File: config.mk
export PLATFORM = sky130hd
export DESIGN_NAME = clk_strap_ctl
export DESIGN_NICKNAME = d
export VERILOG_FILES = /design/src/rtl/clk_strap_pkg.sv /design/src/rtl/strap_capture.sv /design/src/rtl/freq_select.sv /design/src/rtl/out_gate.sv /design/src/rtl/clk_strap_ctl.sv
export SDC_FILE = /design/constraint.sdc
export NUM_CORES = 1
export LEC_CHECK = 0
export BUFFER_PORTS_ARGS = -buffer_cell sky130_fd_sc_hd__buf_2
export CAP_MARGIN = 10
export CORE_MARGIN = 2
export CORE_UTILIZATION = 26
export CTS_CLUSTER_DIAMETER = 30
export DETAILED_ROUTE_END_ITERATION = 10
export PLACE_DENSITY_LB_ADDON = 0.15
export SYNTH_ARGS = -nofsm -noshare
export SYNTH_HDL_FRONTEND = slang
export SYNTH_SLANG_ARGS = --single-unit
File: constraint.sdc
create_clock -name clk_i -period 1.1 [get_ports clk_i]
set_clock_uncertainty 0.2 [all_clocks]
set_input_delay 0.11 -clock clk_i [delete_from_list [all_inputs] [get_ports clk_i]]
set_output_delay 0.11 -clock clk_i [all_outputs]
set_load 0.1 [all_outputs]
File: src/rtl/clk_strap_pkg.sv
package clk_strap_pkg;
  localparam int unsigned CPU_N = 4;
  localparam int unsigned SDR_N = 13;
  localparam int unsigned PCI_N = 6;
  localparam int unsigned FIX_N = 4;

  function automatic logic div3_of(input logic [15:0] map, input logic [3:0] code);
    return map[code];
  endfunction
endpackage

File: src/rtl/strap_capture.sv
module strap_capture #(
  parameter int unsigned W = 5
) (
  input  logic         clk_i,
  input  logic         rst_ni,
  input  logic [W-1:0] pad_i,
  output logic [W-1:0] strap_o,
  output logic         released_o
);
  logic         released_q;
  logic [W-1:0] strap_q;

  always_ff @(posedge clk_i or negedge rst_ni) begin
    if (!rst_ni) released_q <= 1'b0;
    else         released_q <= 1'b1;
  end

  // keep sampling until the release flag is seen
  always_ff @(posedge clk_i) begin
    if (!released_q) strap_q <= pad_i;
  end

  assign strap_o    = strap_q;
  assign released_o = released_q;

  a_r1_strap_frozen: assert property (@(posedge clk_i) disable iff (!rst_ni)
    released_q |=> $stable(strap_q));
  a_r1_release_sticks: assert property (@(posedge clk_i) disable iff (!rst_ni)
    released_q |=> released_q);
endmodule

File: src/rtl/freq_select.sv
module freq_select #(
  parameter int unsigned  FS_W     = 4,
  parameter logic [15:0]  DIV3_MAP = 16'h1F1F
) (
  input  logic            clk_i,
  input  logic            rst_ni,
  input  logic            valid_i,
  input  logic [FS_W-1:0] strap_fs_i,
  input  logic [7:0]      ctl_i,
  output logic [FS_W-1:0] code_o,
  output logic            div3_o,
  output logic            ss_en_o,
  output logic            ss_down_o
);
  import clk_strap_pkg::*;

  logic            use_sw;
  logic [FS_W-1:0] sw_code;

  assign use_sw  = ctl_i[3];
  assign sw_code = {ctl_i[2], ctl_i[6:4]};
  assign code_o  = use_sw ? sw_code : strap_fs_i;
  assign div3_o  = div3_of(DIV3_MAP, code_o);

  // down/centre choice is only legal while spreading
  assign ss_en_o   = ctl_i[1];
  assign ss_down_o = ctl_i[1] & ctl_i[7];

  a_r2_strap_path_steady: assert property (@(posedge clk_i) disable iff (!rst_ni)
    (valid_i && $past(valid_i) && !use_sw && !$past(use_sw)) |-> $stable(code_o));
  a_r3_down_needs_spread: assert property (@(posedge clk_i) disable iff (!rst_ni)
    ss_down_o |-> ss_en_o);
endmodule

File: src/rtl/out_gate.sv
module out_gate
  import clk_strap_pkg::*;
(
  input  logic             clk_i,
  input  logic             rst_ni,
  input  logic             tri_i,
  input  logic             mode_i,
  input  logic [7:0]       en_cpu_i,
  input  logic [7:0]       en_pci_i,
  input  logic [7:0]       en_sdram_i,
  input  logic [7:0]       en_periph_i,
  output logic [CPU_N-1:0] cpu_o,
  output logic [SDR_N-1:0] sdram_o,
  output logic [PCI_N-1:0] pci_o,
  output logic [FIX_N-1:0] fix_o
);
  logic [CPU_N-1:0] cpu_en;
  logic [SDR_N-1:0] sdr_en;
  logic [PCI_N-1:0] pci_en;
  logic [FIX_N-1:0] fix_en;

  assign cpu_en = {en_cpu_i[6], en_cpu_i[2:0]};
  assign sdr_en = {en_cpu_i[3], en_sdram_i, en_periph_i[7:4]};
  assign pci_en = {en_pci_i[6], en_pci_i[4:0]};
  // ref0 shares pin 2, which is an input in mobile mode
  assign fix_en = {en_periph_i[3:1], en_periph_i[0] & mode_i};

  assign cpu_o   = tri_i ? '0 : cpu_en;
  assign sdram_o = tri_i ? '0 : sdr_en;
  assign pci_o   = tri_i ? '0 : pci_en;
  assign fix_o   = tri_i ? '0 : fix_en;

  a_r4_tristate_quiet: assert property (@(posedge clk_i) disable iff (!rst_ni)
    tri_i |-> (cpu_o == '0 && sdram_o == '0 && pci_o == '0 && fix_o == '0));
  a_r8_ref0_off_mobile: assert property (@(posedge clk_i) disable iff (!rst_ni)
    !mode_i |-> !fix_o[0]);
endmodule

File: src/rtl/clk_strap_ctl.sv
module clk_strap_ctl
  import clk_strap_pkg::*;
#(
  parameter int unsigned FS_W     = 4,
  parameter logic [15:0] DIV3_MAP = 16'h1F1F
) (
  input  logic             clk_i,
  input  logic             rst_ni,
  input  logic [FS_W-1:0]  fs_pad_i,
  input  logic             mode_pad_i,
  input  logic [7:0]       ctl_i,
  input  logic [7:0]       en_cpu_i,
  input  logic [7:0]       en_pci_i,
  input  logic [7:0]       en_sdram_i,
  input  logic [7:0]       en_periph_i,
  output logic             straps_out_o,
  output logic             pin2_ref_o,
  output logic             pci_stop_in_o,
  output logic [FS_W-1:0]  freq_code_o,
  output logic             pci_div3_o,
  output logic             ss_en_o,
  output logic             ss_down_o,
  output logic             tristate_o,
  output logic [CPU_N-1:0] cpu_gate_o,
  output logic [SDR_N-1:0] sdram_gate_o,
  output logic [PCI_N-1:0] pci_gate_o,
  output logic [FIX_N-1:0] fix_gate_o,
  output logic [7:0]       rb_cpu_o,
  output logic [7:0]       rb_pci_o,
  output logic [7:0]       rb_rsvd_o
);
  localparam int unsigned STRAP_W = FS_W + 1;

  logic [STRAP_W-1:0] strap;
  logic               released;
  logic [FS_W-1:0]    fs_q;
  logic               mode_q;

  strap_capture #(.W(STRAP_W)) u_cap (
    .clk_i      (clk_i),
    .rst_ni     (rst_ni),
    .pad_i      ({mode_pad_i, fs_pad_i}),
    .strap_o    (strap),
    .released_o (released)
  );

  assign fs_q   = strap[FS_W-1:0];
  assign mode_q = strap[FS_W];

  freq_select #(.FS_W(FS_W), .DIV3_MAP(DIV3_MAP)) u_sel (
    .clk_i      (clk_i),
    .rst_ni     (rst_ni),
    .valid_i    (released),
    .strap_fs_i (fs_q),
    .ctl_i      (ctl_i),
    .code_o     (freq_code_o),
    .div3_o     (pci_div3_o),
    .ss_en_o    (ss_en_o),
    .ss_down_o  (ss_down_o)
  );

  out_gate u_gate (
    .clk_i       (clk_i),
    .rst_ni      (rst_ni),
    .tri_i       (ctl_i[0]),
    .mode_i      (mode_q),
    .en_cpu_i    (en_cpu_i),
    .en_pci_i    (en_pci_i),
    .en_sdram_i  (en_sdram_i),
    .en_periph_i (en_periph_i),
    .cpu_o       (cpu_gate_o),
    .sdram_o     (sdram_gate_o),
    .pci_o       (pci_gate_o),
    .fix_o       (fix_gate_o)
  );

  assign tristate_o    = ctl_i[0];
  assign straps_out_o  = released;
  assign pin2_ref_o    = released & mode_q;
  assign pci_stop_in_o = released & ~mode_q;

  // strap bits read back inverted; reserved bits read as 1
  assign rb_cpu_o  = {~fs_q[2], en_cpu_i[6], 2'b11, en_cpu_i[3:0]};
  assign rb_pci_o  = {~fs_q[0], en_pci_i[6], 1'b1, en_pci_i[4:0]};
  assign rb_rsvd_o = {4'hF, ~fs_q[1], 1'b1, ~fs_q[3], 1'b1};

  a_r8_pin2_one_role: assert property (@(posedge clk_i) disable iff (!rst_ni)
    straps_out_o |-> $onehot({pin2_ref_o, pci_stop_in_o}));
  a_r6_readback_frozen: assert property (@(posedge clk_i) disable iff (!rst_ni)
    (released && $past(released)) |-> ($stable(rb_rsvd_o) && $stable(rb_cpu_o[7])));
endmodule

==> flow_summary.json, run 1 <==
{
  "cts_htree_levels": 1,
  "yosys-top-cells-count": "26 x nor2b_1, 22 x buf_4, 5 x edfxtp_1, 5 x inv_1",
  "ioPinCount": 109,
  "die_x_extent_um": 52.8,
  "synth_edf_count": 5,
  "mean_syn_cell_area_sq_um": 8.47,
  "floorplan.rows": 17,
  "clock_sinks": 6,
  "ys_seq_elements": 6,
  "cts_resized": 14,
  "ys_dominant_reg_cell": "edfxtp_1",
  "number_of_instances_in_the_synthesized_netlist": 73,
  "cts_inserted_buffers": 3,
  "async_reset_ff_share_pct": 16.7,
  "routabilityCongestion": 0.635,
  "status": "aborted with a tool error",
  "synth_largest_area_cell": "buf_4",
  "post-synth-top-count-cell": "nor2b_1",
  "yosys_cell_types": 14,
  "post_cts.repair.setup_buffers": 3,
  "synthTopCellsByArea": "buf_4 27%, nor2b_1 26%, edfxtp_1 24%",
  "lastStage": "clock tree synthesis (4_1_cts)",
  "largest_buffer_count_on_any_clock_path": 2,
  "portbufs": 94,
  "fp.dieH_um": 52.8,
  "dp.final_hpwl_um": 2670,
  "ys.warnings.count": 0,
  "netlist.area_leader.share_pct": 26.7,
  "first-error": "[ERROR DPL-0033] detailed placement checks failed during check placement.",
  "hold_bufs_inserted_after_cts": 7,
  "synthesis.area_sq_um": 618,
  "root_buffer": "clkbuf_4",
  "initial_utilization_pct": 27.7,
  "synth.yosys.seq_area_share_pct": 28.3
}
-- kinds of logic after synthesis --
group | count (synthesis) | synth area share [%]
other | 1 | 0.607
AO/OA/AOI/OAI | 2 | 2.23
AND/OR/NAND/NOR | 32 | 30.8
multiplexers | 3 | 6.68
flip-flops | 6 | 28.3
buffers and inverters | 29 | 31.4
-- metrics by stage --
stage / setup WS (ns) / TNS (ns) / instances / instance area, sq um / utilization (%)
floorplan: -0.620 / -3.97 / 82 / 912 / -
global placement: -0.216 / -1.26 / 185 / 2040 / 91.5
detailed placement: -0.249 / -1.58 / 185 / 2040 / 91.5
==> run 2, diff against run 1 <==
--- a/config.mk
+++ b/config.mk
@@ -7,10 +7,9 @@
 export LEC_CHECK = 0
 export BUFFER_PORTS_ARGS = -buffer_cell sky130_fd_sc_hd__buf_2
 export CAP_MARGIN = 10
-export CORE_MARGIN = 2
-export CORE_UTILIZATION = 26
-export CTS_CLUSTER_DIAMETER = 30
+export CORE_AREA = 2 2 63 65
 export DETAILED_ROUTE_END_ITERATION = 10
+export DIE_AREA = 0 0 65 67
 export PLACE_DENSITY_LB_ADDON = 0.15
 export SYNTH_ARGS = -nofsm -noshare
 export SYNTH_HDL_FRONTEND = slang
==> flow_summary.json, run 2 <==
{
  "antenna_violations_before_repair": 0,
  "ys_dominant_reg_cell": "edfxtp_1",
  "timing.critical_path.fanout_max": 2,
  "hold_viol": 0,
  "clock_network_latency_to_the_later_pin_of_the_worst_skew_pair_ns": 0.22,
  "routabilityCongestion": 0.573,
  "number_of_instances_in_the_synthesized_netlist": 73,
  "placed_cells_incl_taps": 206,
  "leak_nw": 1.12,
  "mean_syn_cell_area_sq_um": 8.47,
  "cts_inserted_buffers": 3,
  "critPathCaptureType": "output pin",
  "postRouteAntennaNets": 0,
  "finalCriticalPeriod_ns": 1.58,
  "core_area_sq_mm": 0.00361,
  "initial_utilization_pct": 17.1,
  "dp.final_hpwl_um": 2340,
  "fp.dieArea_sq_mm": 0.00436,
  "slowest_delay_ns": 0.37,
  "final_critical_path_share_of_the_clock_period_pct": 144,
  "drt_pre_antenna_iters": 3,
  "hp-class": "in2out",
  "yosys_cell_types": 14,
  "cp_top_family": "flip-flops",
  "largest_register_ffs": 5,
  "status": "finished with violations",
  "startpoint_type": "flip-flop",
  "cp.arrival_ns": 1.27,
  "dr.first_iter.drc_count": 7,
  "ys.warnings.count": 0,
  "unrepaired_setup_endpoints_after_global_routing": "yes",
  "final_max_slew_viol_count": 0,
  "power_density_mw_per_mm2": 1030,
  "nets": 223,
  "grt_pass1_vias": 837,
  "yosys-top-cells-count": "26 x nor2b_1, 22 x buf_4, 5 x edfxtp_1, 5 x inv_1",
  "timing.critical_path.slowest_stage_cell": "edfxtp_1",
  "final_cells": 223,
  "route.vias.total": 813,
  "globalRouteOverflowTotal": 0,
  "floorplan.rows": 22,
  "critical_path.cell_chain": "mux2_4, o21ai_4, buf_12",
  "maxClockFrequency_ghz": 0.633,
  "ir_worst_vdd_uv": 1040,
  "netlist.area_leader.share_pct": 26.7,
  "path_clk_slew_ns": 0.04,
  "die_x_extent_um": 65,
  "post-synth-top-count-cell": "nor2b_1",
  "antennaDiodeCount": 0,
  "clock_sinks": 6,
  "fillerInstances": 286,
  "grtUsageTotal_pct": 11.7,
  "synth_largest_area_cell": "buf_4",
  "mostFrequentLayoutCell": "buf_12",
  "most-common-layout-cells": "55 x buf_12, 40 x buf_2, 26 x nor2b_4, 10 x conb_1, 7 x dlygate4sd3_1",
  "grt_max_degree": 20,
  "register_area_sq_um": 179,
  "setup_viol_count_final": 18,
  "cts_htree_levels": 1,
  "grt_pass1_wl_um": 3900,
  "ys_seq_elements": 6,
  "critical_path_required_ns": 0.79,
  "timing.setup.critical_path_class": "reg2out",
  "finalCoreUtilization_pct": 64.6,
  "synthTopCellsByArea": "buf_4 27%, nor2b_1 26%, edfxtp_1 24%",
  "flow.area_growth_from_synthesis_pct": 277,
  "synth.yosys.seq_area_share_pct": 28.3,
  "drive_gt1_share_pct": 86.3,
  "critPathBufInv": 1,
  "tritoncts": "yes",
  "drt_wl_total_um": 2790,
  "largest_buffer_count_on_any_clock_path": 2,
  "drt-vias-per-instance": 3.65,
  "synthesis.area_sq_um": 618,
  "synth_edf_count": 5,
  "ioPinCount": 109,
  "drt-wirelength-per-cell_um": 12.5,
  "cap_violations": 0,
  "portbufs": 94,
  "violated_checks": "negative setup slack",
  "fp.dieH_um": 67,
  "root_buffer": "clkbuf_8",
  "multi_input_comb_area_sq_um": 522,
  "drc": 0,
  "postLayoutSetupSlackWorst_ns": -0.479,
  "async_reset_ff_share_pct": 16.7
}
==> run 2: cell counts after synthesis <==
No cell type changed its count.
==> run 2: metal layers <==
metal / part of all wire (%) / GRT usage, % / vias to the layer above
li1: - / - / 395
met1: 26 / 10.0 / 369
met2: 64 / 25.6 / 47
met3: 8.5 / 3.04 / 2
met4: 0.68 / 3.19 / 0
met5: 0 / 0 / -
==> run 2: path summary, 6_finish.rpt <==
kind | slack, ns | cells after the start | to | start
worst max-delay path | -0.48 | 3 | pci_div3_o | u_cap.strap_o[1]
max in group asynchronous | 0.06 | 3 | u_cap.released_o | rst_ni
worst max register to register | -0.18 | 3 | u_cap.strap_o[1] | u_cap.released_o
worst min-delay path | 0.30 | 2 | rb_pci_o[2] | en_pci_i[2]
min in group asynchronous | 0.52 | 3 | u_cap.released_o | rst_ni
worst min register to register | 0.63 | 2 | u_cap.strap_o[4] | u_cap.released_o
==> run 2: through the flow <==
stage          instance area (sq um)  hold slack (ns)  TNS (ns)  total power, mW  setup slack, ns
2_1_floorplan                    912           -0.386     -3.97             1.44           -0.620
3_3_place_gp                    2090           -0.314     -1.22             1.97           -0.217
3_5_place_dp                    2090           -0.315     -1.40             1.98           -0.248
4_1_cts                         2280            0.302     -4.17             2.40           -0.474
5_1_grt                         2330            0.308     -4.74             2.48           -0.512
6_report                        2330            0.302     -4.18             2.40           -0.479
==> run 2: layout make-up <==
cell class | instances | area share (%)
Timing Repair Buffer | 113 | 64.3
Tap cell | 48 | 2.58
Sequential cell | 6 | 7.68
Inverter | 5 | 1.13
Clock buffer | 4 | 1.93
Multi-Input combinational cell | 47 | 22.4
==> run 2: power by group <==
part / internal, mW / switching (mW)
Combinational: 0.630 / 1.16
Sequential: 0.264 / 0.00995
Clock: 0.249 / 0.0932
==> run 2: cells by family after synthesis <==
logic type | Yosys count | share of synthesized area, %
compound gates | 2 | 2.23
buf+inv | 29 | 31.4
flops | 6 | 28.3
mux | 3 | 6.68
other cells | 1 | 0.607
simple gates | 32 | 30.8
==> run 2: timing repair <==
| item | CTS | global route |
|---|---|---|
| endpoints found under the hold margin | 6 | 0 |
| setup endpoints to repair | 18 | 26 |
| setup buffers | 5 | 2 |
| hold buffers | 7 | 0 |
| gates resized for setup | 17 | 5 |
| pin swaps | 2 | 0 |
| gates cloned | 0 | 1 |
Power figures use the tool's default switching activity.
